**src/rtl/scp_pkg.sv**
```systemverilog
package scp_pkg;
    typedef enum logic [3:0] {
        ST_CMD, ST_ADDR, ST_INV, ST_WRITE, ST_READ,
        ST_SEL, ST_PASS, ST_COPY, ST_HOLD
    } scp_state_e;

    localparam logic [7:0] OP_WRITE = 8'h96;
    localparam logic [7:0] OP_READ  = 8'h69;
    localparam logic [7:0] OP_COPY  = 8'h3C;
endpackage

```
**src/rtl/scp_store.sv**
```systemverilog
module scp_store #(
    parameter int DEPTH = 64,
    parameter int W     = 8,
    parameter int AW    = $clog2(DEPTH)
) (
    input  logic          clk,
    input  logic          rst_n,
    input  logic          wr_en,
    input  logic [AW-1:0] wr_addr,
    input  logic [W-1:0]  wr_data,
    input  logic          clr_en,
    input  logic [AW-1:0] clr_lo,
    input  logic [AW-1:0] clr_hi,
    input  logic [AW-1:0] rd_addr,
    output logic [W-1:0]  rd_data
);
    logic [W-1:0] mem [DEPTH];

    for (genvar g = 0; g < DEPTH; g++) begin : g_cell
        localparam logic [AW-1:0] IDX = AW'(g);
        always_ff @(posedge clk or negedge rst_n) begin
            if (!rst_n)
                mem[g] <= '0;
            else if (clr_en && IDX >= clr_lo && IDX <= clr_hi)
                mem[g] <= '0;
            else if (wr_en && wr_addr == IDX)
                mem[g] <= wr_data;
        end
    end

    assign rd_data = mem[rd_addr];
endmodule

```
**src/rtl/scp_pass_check.sv**
```systemverilog
module scp_pass_check #(
    parameter int PW_BYTES = 8,
    parameter int IW       = $clog2(PW_BYTES)
) (
    input  logic                  clk,
    input  logic                  rst_n,
    input  logic                  clear,
    input  logic                  byte_en,
    input  logic [IW-1:0]         idx,
    input  logic [7:0]            byte_in,
    input  logic [8*PW_BYTES-1:0] ref_pw,
    output logic                  match_now
);
    logic       bad_q;
    logic [7:0] ref_byte;

    assign ref_byte  = ref_pw[8*idx +: 8];
    assign match_now = !bad_q && (byte_in == ref_byte);

    always_ff @(posedge clk or negedge rst_n) begin
        if (!rst_n)
            bad_q <= 1'b0;
        else if (clear)
            bad_q <= 1'b0;
        else if (byte_en && byte_in != ref_byte)
            bad_q <= 1'b1;
    end
endmodule

```
**src/rtl/scratch_copy_engine.sv**
```systemverilog
module scratch_copy_engine
    import scp_pkg::*;
#(
    parameter int DEPTH    = 64,
    parameter int BLK      = 8,
    parameter int PW_BYTES = 8,
    parameter int KEYS     = 4,
    localparam int AW      = $clog2(DEPTH),
    localparam int KW      = $clog2(KEYS)
) (
    input  logic                  clk,
    input  logic                  rst_n,
    input  logic                  bus_rst,
    input  logic                  in_valid,
    input  logic [7:0]            in_byte,
    input  logic                  out_req,
    output logic                  out_valid,
    output logic [7:0]            out_byte,
    output logic                  busy,
    output logic [KW-1:0]         key_sel,
    input  logic [8*PW_BYTES-1:0] key_pw,
    output logic                  kw_en,
    output logic [AW-1:0]         kw_addr,
    output logic [7:0]            kw_data
);
    localparam int NBLK = DEPTH / BLK;
    localparam int BW   = $clog2(BLK);
    localparam int IW   = $clog2(PW_BYTES);
    localparam logic [AW-1:0] LAST_ADDR = AW'(DEPTH - 1);

    scp_state_e    state, nxt;
    logic [7:0]    op, abyte;
    logic [AW-1:0] addr, cnt, last, blk_lo;
    logic [IW-1:0] pidx;
    logic          pw_ok;
    logic [7:0]    rd_data;
    logic [AW-1:0] rd_addr;

    // storage and password compare
    assign rd_addr = (state == ST_COPY) ? cnt : addr;

    scp_store #(.DEPTH(DEPTH), .W(8), .AW(AW)) u_store (
        .clk     (clk),
        .rst_n   (rst_n),
        .wr_en   (state == ST_WRITE && in_valid && !bus_rst),
        .wr_addr (addr),
        .wr_data (in_byte),
        .clr_en  (kw_en && cnt == last),
        .clr_lo  (blk_lo),
        .clr_hi  (last),
        .rd_addr (rd_addr),
        .rd_data (rd_data)
    );

    scp_pass_check #(.PW_BYTES(PW_BYTES), .IW(IW)) u_pass (
        .clk       (clk),
        .rst_n     (rst_n),
        .clear     (state == ST_SEL && in_valid),
        .byte_en   (state == ST_PASS && in_valid && !bus_rst),
        .idx       (pidx),
        .byte_in   (in_byte),
        .ref_pw    (key_pw),
        .match_now (pw_ok)
    );

    // state register
    always_ff @(posedge clk or negedge rst_n) begin
        if (!rst_n) state <= ST_CMD;
        else        state <= nxt;
    end

    // next state
    always_comb begin
        nxt = state;
        if (bus_rst) begin
            nxt = ST_CMD;
        end else begin
            unique case (state)
                ST_CMD:   if (in_valid)
                              nxt = (in_byte == OP_WRITE || in_byte == OP_READ ||
                                     in_byte == OP_COPY) ? ST_ADDR : ST_HOLD;
                ST_ADDR:  if (in_valid) nxt = ST_INV;
                ST_INV:   if (in_valid) begin
                              if (in_byte != ~abyte)  nxt = ST_HOLD;
                              else if (op == OP_WRITE) nxt = ST_WRITE;
                              else if (op == OP_READ)  nxt = ST_READ;
                              else                     nxt = ST_SEL;
                          end
                ST_WRITE: if (in_valid && addr == LAST_ADDR) nxt = ST_HOLD;
                ST_READ:  if (out_req && addr == LAST_ADDR) nxt = ST_HOLD;
                ST_SEL:   if (in_valid)
                              nxt = (in_byte <= 8'(NBLK)) ? ST_PASS : ST_HOLD;
                ST_PASS:  if (in_valid && pidx == IW'(PW_BYTES - 1))
                              nxt = pw_ok ? ST_COPY : ST_HOLD;
                ST_COPY:  if (cnt == last) nxt = ST_HOLD;
                ST_HOLD:  nxt = ST_HOLD;
                default:  nxt = ST_CMD;
            endcase
        end
    end

    // datapath and registered outputs
    always_ff @(posedge clk or negedge rst_n) begin
        if (!rst_n) begin
            op        <= '0;
            abyte     <= '0;
            addr      <= '0;
            key_sel   <= '0;
            cnt       <= '0;
            last      <= '0;
            blk_lo    <= '0;
            pidx      <= '0;
            out_valid <= 1'b0;
            out_byte  <= '0;
        end else begin
            out_valid <= 1'b0;
            if (!bus_rst) begin
                unique case (state)
                    ST_CMD:   if (in_valid) op <= in_byte;
                    ST_ADDR:  if (in_valid) abyte <= in_byte;
                    ST_INV:   if (in_valid && in_byte == ~abyte) begin
                                  addr    <= abyte[AW-1:0];
                                  key_sel <= abyte[AW +: KW];
                              end
                    ST_WRITE: if (in_valid) addr <= addr + 1'b1;
                    ST_READ:  if (out_req) begin
                                  out_byte  <= rd_data;
                                  out_valid <= 1'b1;
                                  addr      <= addr + 1'b1;
                              end
                    ST_SEL:   if (in_valid) begin
                                  pidx <= '0;
                                  if (in_byte == 8'(NBLK)) begin
                                      cnt    <= '0;
                                      blk_lo <= '0;
                                      last   <= LAST_ADDR;
                                  end else begin
                                      cnt    <= {in_byte[AW-BW-1:0], {BW{1'b0}}};
                                      blk_lo <= {in_byte[AW-BW-1:0], {BW{1'b0}}};
                                      last   <= {in_byte[AW-BW-1:0], {BW{1'b1}}};
                                  end
                              end
                    ST_PASS:  if (in_valid) pidx <= pidx + 1'b1;
                    ST_COPY:  cnt <= cnt + 1'b1;
                    default:  ;
                endcase
            end
        end
    end

    assign busy    = (state == ST_COPY);
    assign kw_en   = (state == ST_COPY) && !bus_rst;
    assign kw_addr = cnt;
    assign kw_data = rd_data;
endmodule

```
**config.mk**
```make
export PLATFORM = sky130hd
export DESIGN_NAME = scratch_copy_engine
export DESIGN_NICKNAME = d
export VERILOG_FILES = /design/src/rtl/scp_pkg.sv /design/src/rtl/scp_store.sv /design/src/rtl/scp_pass_check.sv /design/src/rtl/scratch_copy_engine.sv
export SDC_FILE = /design/constraint.sdc
export NUM_CORES = 1
export LEC_CHECK = 0
export BUFFER_PORTS_ARGS = -buffer_cell sky130_fd_sc_hd__buf_2
export CAP_MARGIN = 20
export CORE_UTILIZATION = 40
export CTS_BUF_LIST = sky130_fd_sc_hd__clkbuf_8
export DETAILED_ROUTE_END_ITERATION = 10
export PLACE_DENSITY = 0.56
export SLEW_MARGIN = 25
export SYNTH_ARGS = -nofsm -noshare
export SYNTH_HDL_FRONTEND = slang
export SYNTH_SLANG_ARGS = --single-unit
```
**constraint.sdc**
```tcl
create_clock -name clk -period 6.4 [get_ports clk]
set_input_delay 1.6 -clock clk [delete_from_list [all_inputs] [get_ports clk]]
set_output_delay 1.6 -clock clk [all_outputs]
set_load 0.02 [all_outputs]
```
==> metrics, run 1 <==
top_reg_cell synth dfrtp_1; worst vdd rail ir drop 0.183 mV; Synth Instances around 3100; Ports around 100; post-CTS sizing 0; reg2reg path depth 10; Max Slew Vio Count 0; Pleak 0.0151 uW; unrepaired setup endpoints after global routing false; Num CTS Buffers 100; startpoint types register; Overall Global Routing Usage 0.255; r2r startpoint state[2]$_DFFE_PN0P_; fmax about 0.16 GHz; post-layout util 0.450; H-tree Lvls 3; final hold violation count 0; worst slew pin tran 1.13 ns; reg-to-reg slack, setup between 2 and 2.5 ns; slowest stage cell, crit path nor4_1; post-synthesis sequential area ratio 0.487; Starting Density 0.406; Min Clock Period, post-route ~6.2 ns; global-route wire length before repair around 150000 microns; top post-synthesis cells by area dfrtp_1 (49%), mux2i_1 (14%), nand2_1 (6.8%), nor2_1 (4.7%), a21oi_1 (4.6%); antenna violations before repair 1; post-synth top area share 0.487; most frequent CP cell nand2_1; Layout Cells excl Fill about 4000; root buffer cell clkbuf_8; arrival time at the worst endpoint roughly 4.6 ns; Mapped Nets between 3000 and 4000; CP peak stage delay 0.69 ns; WHS Path Cells 1; gpl congestion between 0.9 and 1; share of layout cells above drive strength 1 0.127; Clk Latency, worst-skew pair 0.73 ns; Final #Nets between 3000 and 4000; full die area 73800 sq um; Yosys warning total 0; Clock Sinks ~570; CTS tree built; Crit Path Class register to primary output; cell with the most instances after synthesis dfrtp_1; WL final approximately 95000 microns; final setup violation count 0; total power 7200 uW; Hold Crit Start out_byte[1]$_DFFE_PN0P_; FP Rows between 90 and 100; ys async rst share 1.00; synth cell count leaders dfrtp_1 (566), nand2_1 (526), mux2i_1 (406); CP Data Required Time 4.80 ns; DRT iter0 DRCs around 2700; crit path cell chain nand4b_4, inv_4, mux2_4, buf_12, nand2_1, o22ai_1, nor4_1, nand2_1, a32o_1, buf_2; # DRC 0; CTS hold repair buffers 0; I/O Buffers 103; DP Cell Count between 3000 and 4000; CTS clock-pin slew for the worst setup and hold paths ~0.050 ns; DR WL/cell 23.1 microns; Yosys top cell by area dfrtp_1; Reg2Reg Capture Point out_byte[0]$_DFFE_PN0P_; DRT Pass-1 Iters 5; part of the cycle the worst path needs 0.965; Cell variety after synth between 60 and 70; EDFF count, synth 0; Avg Synthesized Cell Area 9.45 sq um; gr ovfl total 0; mapped cell area 29100 sq um; #FFs+latches synth 566; hold crit path type register to register; MaxCap Viol Count 0; vias in the first global route between 20000 and 25000; number of post-CTS setup repair buffers 0; DP HPWL between 60000 and 70000 microns; clock buffer depth 3; outcome complete, no violations; Core Box Area between 70000 and 80000 sq um; worst hold slack between 0.4 and 0.5 ns; clk_skew roughly 0.04 ns; vias between 20000 and 25000; Slew HR 0.242; pwr dens roughly 220 nW/um^2; Via density 5.85; hold endpoint out_byte[1]$_DFFE_PN0P_; die height around 270 microns; Die X between 200 and 300 microns; final setup TNS 0 ns; CP endpoint kind primary output; largest net degree at the start of global routing around 140; crit path max fanout 63; Area growth syn-to-layout 10.8%; ANT nets after route 0
[where the power goes]
group | internal [uW] | switching [uW]
Clock | 1660 | 1540
Sequential | 3600 | 27.8
Combinational | 107 | 259
[worst max-delay path: cells and delay by family, from the launching register on]
kind                   cells  cell delay, ns
flip-flops                 1            0.63
multiplexers               1            0.63
AND/OR/NAND/NOR            4            1.27
buffers and inverters      3            0.81
AO/OA/AOI/OAI              2            0.49
[how the worst max path moves through the flow]
stage | from | to | slack (ns) | depth (start not counted)
after global routing | state[2]$_DFFE_PN0P_ | kw_data[3] | 0.01 | 11
after global placement | state[2]$_DFFE_PN0P_ | kw_data[3] | 0.95 | 11
final | state[2]$_DFFE_PN0P_ | kw_data[0] | 0.22 | 10
after detailed placement | state[2]$_DFFE_PN0P_ | kw_data[7] | 0.85 | 11
after CTS | state[2]$_DFFE_PN0P_ | kw_data[7] | 0.09 | 11
after floorplan | state[2]$_DFFE_PN0P_ | kw_data[5] | 2.35 | 12
[stage by stage]
step           setup WS (ns)  area [sq um]
2_1_floorplan           2.35         29100
3_3_place_gp           0.946         30300
3_5_place_dp           0.849         30300
4_1_cts               0.0907         32200
5_1_grt               0.0134         32300
6_report               0.223         32300
[flip-flops by register name (all words and copies together), names as in the netlist]
| name | cells |
|---|---|
| last | 4 |
| op | 8 |
| key_sel | 2 |
| u_store.mem | 512 |
| out_valid | 1 |
| state | 4 |
| pidx | 3 |
| out_byte | 8 |
| blk_lo | 3 |
| u_pass.bad_q | 1 |
| abyte | 8 |
| kw_addr | 6 |
| addr | 6 |
[final cells by class]
cell class                 instances  area [sq um]
sequential                       566         14200
antenna                            1          2.50
timing repair buffer             157          1070
clock inverter                    50           229
fill                            6925         39500
clock buffer                     118          1620
inverter                          11          43.8
multi-input combinational       2251         13900
tap                              950          1190
[routing by layer]
layer / GRT usage / share of wire
met1: 0.351 / 0.44
met2: 0.404 / 0.46
met3: 0.0462 / 0.074
met4: 0.0868 / 0.028
met5: 0 / 0
[placed cells by master (no fill, tap or decap), types with 3 or more instances in the layout]
master	instances
nor2_4	3
a211oi_1	9
a21oi_4	3
nor2b_1	8
a32oi_1	38
nand3b_1	5
mux4_2	42
ha_1	7
dfrtp_1	565
nor4bb_1	4
buf_4	53
inv_2	3
buf_12	8
buf_2	94
nor3_1	7
o22ai_1	17
nand4_1	14
xor2_1	18
inv_6	3
and2_1	3
a31oi_1	6
a21oi_1	264
o31ai_1	3
nor2_2	14
mux2i_1	403
nand2_1	525
nor4_1	9
nand3_1	135
and3_1	6
or3_1	5
o21ai_0	237
mux2_2	30
nor2_1	357
clkbuf_8	118
nand2b_1	10
inv_1	49
a22oi_1	16
a22o_1	4
a32o_1	8
[cell families (layout without fill, tap and decap cells)]
family / count (synthesis) / in the layout / share of synthesized area
DFF: 566 / 566 / 0.487
muxes: 480 / 480 / 0.185
and+or+nand+nor: 1118 / 1118 / 0.159
buffers and inverters: 262 / 336 / 0.0391
AOI/OAI and AO/OA: 627 / 627 / 0.122
adders and majority gates: 7 / 7 / 0.00301
xor gates and xnor gates: 19 / 19 / 0.00572
other: 0 / 1 / 0
Note: power is estimated with default switching activity, not from simulation.
==> run 2, diff against run 1 <==
--- a/config.mk
+++ b/config.mk
@@ -11,6 +11,7 @@
 export CTS_BUF_LIST = sky130_fd_sc_hd__clkbuf_8
 export DETAILED_ROUTE_END_ITERATION = 10
 export PLACE_DENSITY = 0.56
+export RECOVER_POWER = 100
 export SLEW_MARGIN = 25
 export SYNTH_ARGS = -nofsm -noshare
 export SYNTH_HDL_FRONTEND = slang
==> metrics, run 2 (same netlist as run 1, synthesis figures left out) <==
violations in the final reports max-capacitance violations, max-slew violations; clk_skew 0.0383 ns (-0.00278 ns); post-layout util 0.446 (-0.00319); crit path max fanout 80 (+27%); Hold Crit Start out_byte[1]$_DFFE_PN0P_; gpl congestion 0.940 (unchanged); clock buffer depth 3 (unchanged); Pleak 0.0149 uW (-1.1%); Critical Path Source state[2]$_DFFE_PN0P_; gr ovfl total 0 (unchanged); CP Data Required Time 4.80 ns (about the same); CTS tree built; MaxCap Viol Count 12 (+12); arrival time at the worst endpoint 4.57 ns (about the same); largest net degree at the start of global routing 138 (unchanged); worst slack at placement 0.849 ns (unchanged); outcome complete, but fails checks; full die area 73800 sq um (unchanged); vias in the first global route 23798 (unchanged); Starting Density 0.406 (unchanged); # DRC 0 (unchanged); Die X 272 microns (unchanged); global-route wire length before repair 147000 microns (unchanged); WL final 94700 microns (about the same); Slew HR -1.53 (-1.77); part of the cycle the worst path needs 0.965 (about the same); worst slew pin tran 3.80 ns (+2.66 ns); H-tree Lvls 3 (unchanged); startpoint types register; CTS clock-pin slew for the worst setup and hold paths 0.05 ns (about the same); DP HPWL 60100 microns (unchanged); root buffer cell clkbuf_8; Ports 104 (unchanged); Area growth syn-to-layout 10.0%; Crit Path Class register to primary output; hold crit path type register to register; Final WS setup 0.225 ns (+0.00230 ns); worst vdd rail ir drop 0.183 mV (+0.28%); CP endpoint kind primary output; share of layout cells above drive strength 1 0.111 (-0.0159); Overall Global Routing Usage 0.255 (unchanged); pwr dens 224 nW/um^2 (+0.58%); Num CTS Buffers 100 (unchanged); FP Rows 98 (unchanged); ANT nets after route 0 (unchanged); I/O Buffers 103 (unchanged); DR WL/cell 23.1 microns (about the same); Via density 5.83 (-0.35%); DRT iter0 DRCs 2723 (-0.29%); Clk Latency, worst-skew pair 0.72 ns (about the same); commonest non-fill, non-tap cell in the layout dfrtp_1; final setup TNS 0 ns (unchanged); vias 23934 (-0.32%); CTS hold repair buffers 0 (unchanged); Max Slew Vio Count 709 (+709); most frequent cells in the layout dfrtp_1 (565), nand2_1 (526), mux2i_1 (403); Min Clock Period, post-route 6.17 ns (-0.00230 ns); DRT Pass-1 Iters 8 (+3); Largest Register u_store.mem; unrepaired setup endpoints after global routing false; number of post-CTS setup repair buffers 0 (unchanged); final hold violation count 0 (unchanged); die height 272 microns (unchanged); Largest register FFs 512 (unchanged); worst hold slack 0.502 ns (+0.00425 ns); antenna violations before repair 2 (+1); Core Box Area 71700 sq um (unchanged); Clock Sinks 566 (unchanged); final setup violation count 0 (unchanged); r2r startpoint kw_addr[2]$_DFFE_PN0P_; Final #Nets 3171 (unchanged); fmax 0.162 GHz (about the same); post-CTS sizing 0 (unchanged)
## run 2: cell count changes in the layout (fill, tap and decap cells not counted), moves of 3 or more
cell,delta
clkbuf_1,+32
buf_2,-22
buf_4,-13
clkbuf_2,+7
nor2_1,+6
nor2_2,-6
a21oi_1,+3
buf_12,-3
inv_2,-3
## run 2: layer usage
layer | routed length [microns] | up-vias | part of all wire | GRT usage
met4 | 2680 | 0 | 0.028 | 0.0868
li1 | - | 10728 | - | -
met5 | 0 | - | 0 | 0
met3 | 6540 | 179 | 0.069 | 0.0462
met2 | 44200 | 929 | 0.47 | 0.404
met1 | 41300 | 12098 | 0.44 | 0.351
## run 2: final cells by class
cell class                      count  area (sq um)
Multi-Input combinational cell   2251         13800
Sequential cell                   566         14200
Clock inverter                     50           229
Clock buffer                      118          1620
Tap cell                          950          1190
Fill cell                        6954         39700
Timing Repair Buffer              157           927
Inverter                           11          43.8
Antenna cell                        2          5.00
## run 2: power by group
group	internal, uW	switching, uW
logic	101	257
clock network	1660	1540
registers	3600	26.9
total	5360	1830
## run 2: metrics by stage
stage	cell area (sq um)	std cells	power (uW)
floorplan	29100	3079	3860
global placement	30300	3934	4050
detailed placement	30300	3934	4060
CTS	32200	4102	7270
global route	32000	4104	7440
finish	32000	4105	7190
## run 2: path summary, 6_finish.rpt
check,end,slack [ns],cells past startpoint
setup reg to reg,u_store.mem[84]$_DFFE_PN0P_,0.47,9
hold reg to reg,out_byte[1]$_DFFE_PN0P_,0.50,1
max in group asynchronous,pidx[0]$_DFFE_PN0P_,0.95,2
hold / removal,out_byte[1]$_DFFE_PN0P_,0.50,1
setup / recovery,kw_data[3],0.23,11
min in group asynchronous,u_store.mem[177]$_DFFE_PN0P_,1.44,1
## run 2: critical path, cell delays in order (launching register included)
cell	delay, ns
dfrtp_1	0.64
nand4b_4	0.24
inv_4	0.28
mux2i_4	0.33
buf_12	0.41
buf_12	0.42
mux2i_1	0.20
a32oi_1	0.18
nand3_1	0.09
a22oi_1	0.40
a32o_1	0.34
buf_2	0.22
